==> src/rtl/sixstep_pkg.sv <==
package sixstep_pkg;

  localparam int NUM_PHASE = 3;
  localparam int CODE_W    = 3;
  localparam int ADDR_W    = CODE_W + 1;
  localparam int ENTRY_W   = 2 * NUM_PHASE;

  typedef enum logic [1:0] {
    DRV_OFF = 2'd0,
    DRV_PWM = 2'd1,
    DRV_LOW = 2'd2
  } drv_e;

  typedef logic [ENTRY_W-1:0] entry_t;

  localparam entry_t ENTRY_BRAKE = {DRV_LOW, DRV_LOW, DRV_LOW};

  // Table content for address {dir, code}; phase p occupies bits [2p+1:2p].
  function automatic entry_t step_entry(input logic [ADDR_W-1:0] addr);
    entry_t e;
    logic [CODE_W-1:0] c, k;
    int src, snk;
    e   = '0;
    c   = addr[CODE_W-1:0];
    k   = addr[CODE_W] ? ~c : c;
    src = -1;
    snk = -1;
    if (c == 3'b111) begin
      e = {DRV_LOW, DRV_LOW, DRV_PWM};
    end else if (c != 3'b000) begin
      case (k)
        3'b110:  begin src = 1; snk = 2; end
        3'b100:  begin src = 0; snk = 2; end
        3'b101:  begin src = 0; snk = 1; end
        3'b001:  begin src = 2; snk = 1; end
        3'b011:  begin src = 2; snk = 0; end
        3'b010:  begin src = 1; snk = 0; end
        default: begin src = -1; snk = -1; end
      endcase
      if (src >= 0) begin
        e[2*src +: 2] = DRV_PWM;
        e[2*snk +: 2] = DRV_LOW;
      end
    end
    return e;
  endfunction

endpackage

==> src/rtl/sixstep_sync.sv <==
module sixstep_sync #(
  parameter int W       = 1,
  parameter int STAGES  = 2,
  parameter logic [W-1:0] RST_VAL = '0
) (
  input  logic         clk,
  input  logic         rst,
  input  logic [W-1:0] d,
  output logic [W-1:0] q
);

  logic [W-1:0] stg [STAGES];

  always_ff @(posedge clk) begin
    if (rst) begin
      for (int i = 0; i < STAGES; i++) stg[i] <= RST_VAL;
    end else begin
      stg[0] <= d;
      for (int i = 1; i < STAGES; i++) stg[i] <= stg[i-1];
    end
  end

  assign q = stg[STAGES-1];

endmodule

==> src/rtl/sixstep_table.sv <==
module sixstep_table
  import sixstep_pkg::*;
(
  input  logic              clk,
  input  logic              rst,
  input  logic [ADDR_W-1:0] addr,
  input  logic              brake_act,
  output entry_t            entry_q
);

  localparam int DEPTH = 1 << ADDR_W;

  entry_t rom [DEPTH];

  for (genvar a = 0; a < DEPTH; a++) begin : g_rom
    assign rom[a] = step_entry(ADDR_W'(a));
  end

  always_ff @(posedge clk) begin
    if (rst)            entry_q <= '0;
    else if (brake_act) entry_q <= ENTRY_BRAKE;
    else                entry_q <= rom[addr];
  end

endmodule

==> src/rtl/sixstep_gate.sv <==
module sixstep_gate
  import sixstep_pkg::*;
(
  input  logic       clk,
  input  logic       rst,
  input  logic [1:0] drv,
  input  logic       pwm,
  input  logic       async_rect,
  output logic       hi,
  output logic       lo
);

  logic is_pwm, is_low;

  assign is_pwm = (drv == DRV_PWM);
  assign is_low = (drv == DRV_LOW);

  always_ff @(posedge clk) begin
    if (rst) begin
      hi <= 1'b0;
      lo <= 1'b0;
    end else begin
      hi <= is_pwm & pwm;
      lo <= is_low | (is_pwm & ~pwm & ~async_rect);
    end
  end

endmodule

==> src/rtl/sixstep_commutator.sv <==
module sixstep_commutator
  import sixstep_pkg::*;
#(
  parameter int SYNC_STAGES = 2
) (
  input  logic                 clk,
  input  logic                 rst,
  input  logic                 pwm_in,
  input  logic [CODE_W-1:0]    state_in,
  input  logic                 dir_in,
  input  logic                 brake_n,
  input  logic                 async_rect,
  output logic [NUM_PHASE-1:0] gate_hi,
  output logic [NUM_PHASE-1:0] gate_lo
);

  localparam int SYNC_W = CODE_W + 2;

  logic [SYNC_W-1:0] raw_in, sync_out;
  logic [CODE_W-1:0] code_s;
  logic              dir_s, brake_n_s;
  entry_t            entry_q;

  assign raw_in = {brake_n, dir_in, state_in};

  sixstep_sync #(
    .W      (SYNC_W),
    .STAGES (SYNC_STAGES),
    .RST_VAL({1'b1, 1'b0, {CODE_W{1'b0}}})
  ) u_sync (
    .clk (clk),
    .rst (rst),
    .d   (raw_in),
    .q   (sync_out)
  );

  assign code_s    = sync_out[CODE_W-1:0];
  assign dir_s     = sync_out[CODE_W];
  assign brake_n_s = sync_out[CODE_W+1];

  sixstep_table u_table (
    .clk      (clk),
    .rst      (rst),
    .addr     ({dir_s, code_s}),
    .brake_act(~brake_n_s),
    .entry_q  (entry_q)
  );

  for (genvar p = 0; p < NUM_PHASE; p++) begin : g_phase
    sixstep_gate u_gate (
      .clk       (clk),
      .rst       (rst),
      .drv       (entry_q[2*p +: 2]),
      .pwm       (pwm_in),
      .async_rect(async_rect),
      .hi        (gate_hi[p]),
      .lo        (gate_lo[p])
    );
  end

endmodule

==> config.mk <==
export PLATFORM = sky130hd
export DESIGN_NAME = sixstep_commutator
export DESIGN_NICKNAME = d
export VERILOG_FILES = /design/src/rtl/sixstep_pkg.sv /design/src/rtl/sixstep_sync.sv /design/src/rtl/sixstep_table.sv /design/src/rtl/sixstep_gate.sv /design/src/rtl/sixstep_commutator.sv
export SDC_FILE = /design/constraint.sdc
export NUM_CORES = 1
export LEC_CHECK = 0
export BUFFER_PORTS_ARGS = -buffer_cell sky130_fd_sc_hd__buf_2
export CORE_MARGIN = 4
export CORE_UTILIZATION = 51
export DETAILED_ROUTE_END_ITERATION = 7
export HOLD_SLACK_MARGIN = 0.1
export PLACE_DENSITY_LB_ADDON = 0.08
export REMOVE_ABC_BUFFERS = 1
export SYNTH_ARGS = -nofsm -noshare
export SYNTH_HDL_FRONTEND = slang
export SYNTH_SLANG_ARGS = --single-unit
==> constraint.sdc <==
create_clock -name clk -period 1.61 [get_ports clk]
set_clock_uncertainty 0.15 [all_clocks]
set_input_delay 0.322 -clock clk [delete_from_list [all_inputs] [get_ports clk]]
set_output_delay 0.322 -clock clk [all_outputs]
set_load 0.1 [all_outputs]
==> flow_metrics.env, run 1 <==
export IMPL_cp_slowest_stage_delay_ns=0.41
export IMPL_setup_violations=0
export IMPL_yosysMostFrequentCell="dfxtp_1"
export IMPL_min_path_type="primary input to flop"
export IMPL_ir_drop_v=0.000546
export IMPL_arrival_ns=1.03
export IMPL_initial_core_util=0.537
export IMPL_yosys_warnings=0
export IMPL_numCtsBuffers=3
export IMPL_cts_resized=0
export IMPL_io_buffers=14
export IMPL_synth_top_cell_area_share=0.544
export IMPL_antenna_found_initial=0
export IMPL_hold_viol=0
export IMPL_dieWidth_um=47.8
export IMPL_max_cap_violations=0
export IMPL_slew_headroom=0.679
export IMPL_syn_to_final_growth_pct=12.5
export IMPL_track_usage=0.136
export IMPL_vias=543
export IMPL_clock_path_buffers=2
export IMPL_synth_common_cells="dfxtp_1, nor2b_1, buf_4"
export IMPL_regArea_um2=440
export IMPL_synth_edf_count=0
export IMPL_routed_wl_um=1160
export IMPL_multi_input_area_um2=308
export IMPL_ant_nets=0
export IMPL_synthArstFlopShare=0
export IMPL_coreArea_um2=1510
export IMPL_fin_cells=102
export IMPL_netlist_instances=72
export IMPL_fin_area_um2=911
export IMPL_root_buffer="clkbuf_4"
export IMPL_cpMaxStageDelayCell="buf_2"
export IMPL_die_area_um2=2290
export IMPL_cp_end_kind="output port"
export IMPL_clk_pin_slew_worst_paths_ns=0.11
export IMPL_insertion_delay_ns=0.29
export IMPL_finalCriticalPeriod_ns=1.50
export IMPL_tritoncts="built"
export IMPL_dp_cells=94
export IMPL_first_pass_iters=3
export IMPL_path_buf_inv=1
export IMPL_outcome="complete, no violations"
export IMPL_synthesis_area_um2=810
export IMPL_synth_area_leaders="dfxtp_1, nor2b_1, buf_4, mux2i_1, or4b_1"
export IMPL_die_h_um=47.8
export IMPL_fillers=119
export IMPL_cp_data_required_time_ns=1.14
export IMPL_period_share=0.931
export IMPL_clkSinkCount=22
export IMPL_powerDensity_nw_per_um2=983
export IMPL_nets=97
export IMPL_synth_cell_types=19
export IMPL_rows=14
export IMPL_critPathTopFamily="buffers and inverters"
export IMPL_synthFlopType="dfxtp_1"
export IMPL_grt_max_degree=19
export IMPL_overflow=0
export IMPL_hold_ws_ns=0.163
export IMPL_wire_per_inst_um=11.4
export IMPL_met2_usage=0.232
export IMPL_worst_pin_slew_ns=0.485
export IMPL_synth_seq_cells=22
export IMPL_ys_seq_area_frac=0.544
export IMPL_drtIter0Drc=1
export IMPL_grt_busiest_layer="met2"
export IMPL_rsz0062_at_grt="no"
export IMPL_htreeDepth=1
export IMPL_ios=15
export IMPL_worstPathMaxFanout=1
export IMPL_crit_type="flop to output port"
export IMPL_cp_cell_sequence="buf_2"
export IMPL_fmax_mhz=667
export IMPL_final_max_slew_viol_count=0
export IMPL_tns_ns=0
export IMPL_syn_avg_cell_area_um2=11.2
export IMPL_use_met1=0.136
export IMPL_grtUsageMet3=0.0451
export IMPL_placed_cell_area_um2=838
export IMPL_setup_worst_path_start_class="flop"
export IMPL_yosysTopAreaCell="dfxtp_1"
export IMPL_drc=0
export IMPL_diodes=0
export IMPL_power_leakage_nw=0.364
export IMPL_power_w=0.000895
export IMPL_grt_pass1_vias=481
export IMPL_grt_first_pass_wirelength_um=2040
export IMPL_drive_above_1_share=0.221
export IMPL_via_per_inst=5.32
export IMPL_gp_congestion=0.639
[final cells by class]
cell class | instances | area share
clock buffer | 3 | 0.0247
sequential | 22 | 0.484
tap | 16 | 0.0220
timing repair buffer | 19 | 0.132
multi-input combinational | 42 | 0.338
[path summary, 6_finish.rpt]
kind / to / slack (ns) / cells after the start / start
setup / recovery: gate_hi[1] / 0.11 / 1 / g_phase[1].u_gate.hi$_SDFF_PP0_
hold / removal: g_phase[2].u_gate.lo$_SDFF_PP0_ / 0.16 / 3 / async_rect
hold reg to reg: u_sync.stg[0][9]$_SDFF_PP1_ / 0.27 / 1 / u_sync.stg[0][4]$_SDFF_PP1_
setup reg to reg: u_table.entry_q[1]$_SDFF_PP0_ / 0.41 / 2 / u_sync.stg[0][6]$_SDFF_PP0_
[state kept, by name, indices dropped and copies added (netlist names)]
name	cells
g_phase.u_gate.hi	3
u_table.entry_q	6
g_phase.u_gate.lo	3
u_sync.stg	10
[worst register-to-register path: stages, from the launching register on]
cell and delay (ns):
dfxtp_1 0.46, or3b_1 0.37, a31oi_1 0.15
[layer usage]
metal	share of wire	vias up
met5	0	-
met4	0.021	0
met3	0.072	4
met2	0.51	17
met1	0.39	247
li1	-	275
[stage by stage]
step                       util  setup slack [ns]
final                     0.605             0.111
after global routing      0.605            0.0401
after CTS                 0.605            0.0914
after detailed placement  0.556             0.313
after global placement    0.556             0.327
after floorplan               -             0.229
[kinds of logic (layout without fill, tap and decap cells)]
family | after synthesis | after routing | synth area share
AOI/OAI and AO/OA | 8 | 8 | 0.0572
muxes | 3 | 3 | 0.0371
and+or+nand+nor | 31 | 31 | 0.286
DFF | 22 | 22 | 0.544
buffers and inverters | 8 | 22 | 0.0757
[timing repair]
action,in CTS,in global routing
hold buffers,5,0
endpoints found under the hold margin,5,0
setup buffers,0,0
[cell usage in the layout, fill, tap and decap left out, types with 2 or more instances in the layout]
cell and count:
dfxtp_1 22, buf_2 14, nor2b_1 8, a21oi_1 5
dlygate4sd3_1 5, or4b_1 3, nand2b_1 3, nor3b_1 3
mux2i_1 3, nand3b_1 3, or3b_1 3, clkbuf_4 3
or2b_1 2, and4b_1 2, a211oi_1 2, or2_2 2
[power breakdown]
part	leakage (nW)	switching [W]	internal, W	total (W)
clock network	0.0138	0.000146	0.0000872	0.000233
logic	0.169	0.0000456	0.0000366	0.0000822
registers	0.180	0.0000148	0.000565	0.000580
total	0.364	0.000206	0.000689	0.000895
(Power assumes the default switching activity.)
==> run 2: changes to the inputs <==
BUFFER_PORTS_ARGS = -buffer_cell sky130_fd_sc_hd__buf_4   (was -buffer_cell sky130_fd_sc_hd__buf_2)
CORE_MARGIN = 2   (was 4)
GPL_ROUTABILITY_DRIVEN = 1   (was unset)
==> run 2 against run 1 <==
Compared with the run above:
- combinational power up 9.4%
- highest routed layer unchanged
- first-iteration DRC count rose to 4.0 times the previous value
- power up 7.4%
- sequential power about the same
- worst hold slack worse by 0.026 ns
==> flow_metrics.env, run 2 (synthesis results as in run 1) <==
export IMPL_hold_viol=0
export IMPL_initial_core_util=0.544
export IMPL_path_buf_inv=1
export IMPL_fmax_mhz=724
export IMPL_dp_cells=94
export IMPL_crit_type="flop to output port"
export IMPL_tritoncts="built"
export IMPL_fin_ws_ns=0.229
export IMPL_track_usage=0.134
export IMPL_grt_pass1_vias=470
export IMPL_worstHoldStart="async_rect"
export IMPL_gp_congestion=0.737
export IMPL_cts_resized=0
export IMPL_largest_register="u_sync.stg"
export IMPL_cp_end_kind="output port"
export IMPL_netSwitchingFraction=0.223
export IMPL_ios=15
export IMPL_diodes=0
export IMPL_cp_data_required_time_ns=1.14
export IMPL_drc=0
export IMPL_setup_violations=0
export IMPL_io_buffers=14
export IMPL_hold_end="g_phase[2].u_gate.lo$_SDFF_PP0_"
export IMPL_final_cell_mix="dfxtp_1, buf_4, nor2b_1"
export IMPL_drive_above_1_share=0.230
export IMPL_pwr_share_comb=0.094
export IMPL_root_buffer="clkbuf_4"
export IMPL_p_int_w=0.000747
export IMPL_tns_ns=0
export IMPL_final_max_slew_viol_count=0
export IMPL_nets=97
export IMPL_cp_slowest_stage_delay_ns=0.33
export IMPL_holdPathStages=3
export IMPL_max_cap_violations=0
export IMPL_htreeDepth=1
export IMPL_critPathTopFamily="flip-flops"
export IMPL_hold_ws_ns=0.136
export IMPL_ir_drop_v=0.000551
export IMPL_grt_first_pass_wirelength_um=1810
export IMPL_period_share=0.858
export IMPL_via_per_inst=5.30
export IMPL_power_frac_clock=0.304
export IMPL_clk_pin_slew_worst_paths_ns=0.11
export IMPL_overflow=0
export IMPL_rows=14
export IMPL_power_switching_w=0.000214
export IMPL_clock_path_buffers=2
export IMPL_die_area_um2=1920
export IMPL_pwr_share_seq=0.603
export IMPL_final_core_util=0.645
export IMPL_ant_nets=0
export IMPL_cp_cell_sequence="buf_4"
export IMPL_min_path_type="primary input to flop"
export IMPL_outcome="complete, no violations"
export IMPL_r2r_start="u_sync.stg[0][5]$_SDFF_PP0_"
export IMPL_worst_pin_slew_ns=0.339
export IMPL_insertion_delay_ns=0.30
export IMPL_drtIter0Drc=4
export IMPL_antenna_found_initial=0
export IMPL_reg2reg_slack_ns=0.40
export IMPL_fin_cells=103
export IMPL_fillers=116
export IMPL_numCtsBuffers=3
export IMPL_dieWidth_um=43.8
export IMPL_slew_headroom=0.773
export IMPL_rsz0062_at_grt="no"
export IMPL_r2r_end="u_table.entry_q[4]$_SDFF_PP0_"
export IMPL_finalCriticalPeriod_ns=1.38
export IMPL_worstPathMaxFanout=1
export IMPL_worstRegToRegCells=2
export IMPL_grt_max_degree=19
export IMPL_arrival_ns=0.91
export IMPL_power_leakage_nw=0.377
export IMPL_syn_to_final_growth_pct=18.5
export IMPL_dp_slack_ns=0.301
export IMPL_wire_per_inst_um=10.6
export IMPL_powerDensity_nw_per_um2=1000
export IMPL_clkSinkCount=22
export IMPL_final_common_cell="dfxtp_1"
export IMPL_cpMaxStageDelayCell="dfxtp_1"
export IMPL_largest_reg_flops=10
export IMPL_coreArea_um2=1490
export IMPL_routed_wl_um=1090
export IMPL_first_pass_iters=3
export IMPL_die_h_um=43.8
export IMPL_vias=546
export IMPL_setup_worst_path_start_class="flop"
export IMPL_largestRegisters="u_sync.stg x10, u_table.entry_q x6"
[run 2: changes by cell type in the layout (fill, tap and decap cells not counted), sizes merged]
cell | previous run | this run
clkbuf | 3 | 4
[run 2: power by group through the flow]
stage | Clock [W] | Combinational [W] | Sequential, W
after floorplan | 0 | 0.0000268 | 0.000613
after global placement | 0 | 0.0000799 | 0.000592
after detailed placement | 0 | 0.0000813 | 0.000592
after CTS | 0.000303 | 0.0000910 | 0.000580
after global routing | 0.000326 | 0.0000969 | 0.000583
final | 0.000292 | 0.0000899 | 0.000580
[run 2: worst max path at each step]
stage	from	to	slack [ns]	cells past startpoint
floorplan	g_phase[0].u_gate.hi$_SDFF_PP0_	gate_hi[0]	0.23	0
global placement	pwm_in	g_phase[1].u_gate.lo$_SDFF_PP0_	0.32	3
detailed placement	pwm_in	g_phase[1].u_gate.lo$_SDFF_PP0_	0.30	3
CTS	g_phase[1].u_gate.lo$_SDFF_PP0_	gate_lo[1]	0.22	1
global route	g_phase[2].u_gate.hi$_SDFF_PP0_	gate_hi[2]	0.18	1
finish	g_phase[1].u_gate.lo$_SDFF_PP0_	gate_lo[1]	0.23	1
[run 2: through the flow]
stage	power (W)	instance area (um2)
after floorplan	0.000640	748
after global placement	0.000671	873
after detailed placement	0.000673	873
after CTS	0.000974	960
after global routing	0.00101	960
final	0.000962	960
[run 2: cell type report]
class	count	area [um2]	share of cell area
clock buffer	4	36.3	0.0378
multi-input combinational	42	308	0.321
sequential	22	440	0.459
tap	16	20.0	0.0209
timing repair buffer	19	155	0.162
[run 2: layer usage]
layer  routed length (um)  vias to the layer above  track usage
met4                   25                        0        0.109
met5                    0                        -            0
met1                  444                      249        0.117
li1                     -                      276            -
met3                   76                        4       0.0500
met2                  545                       17        0.238
[run 2: timing repair]
| item | CTS | global route |
|---|---|---|
| endpoints found under the hold margin | 5 | 0 |
| hold buffers | 5 | 0 |
| setup buffers | 0 | 0 |
| setup endpoints to repair | 0 | 0 |
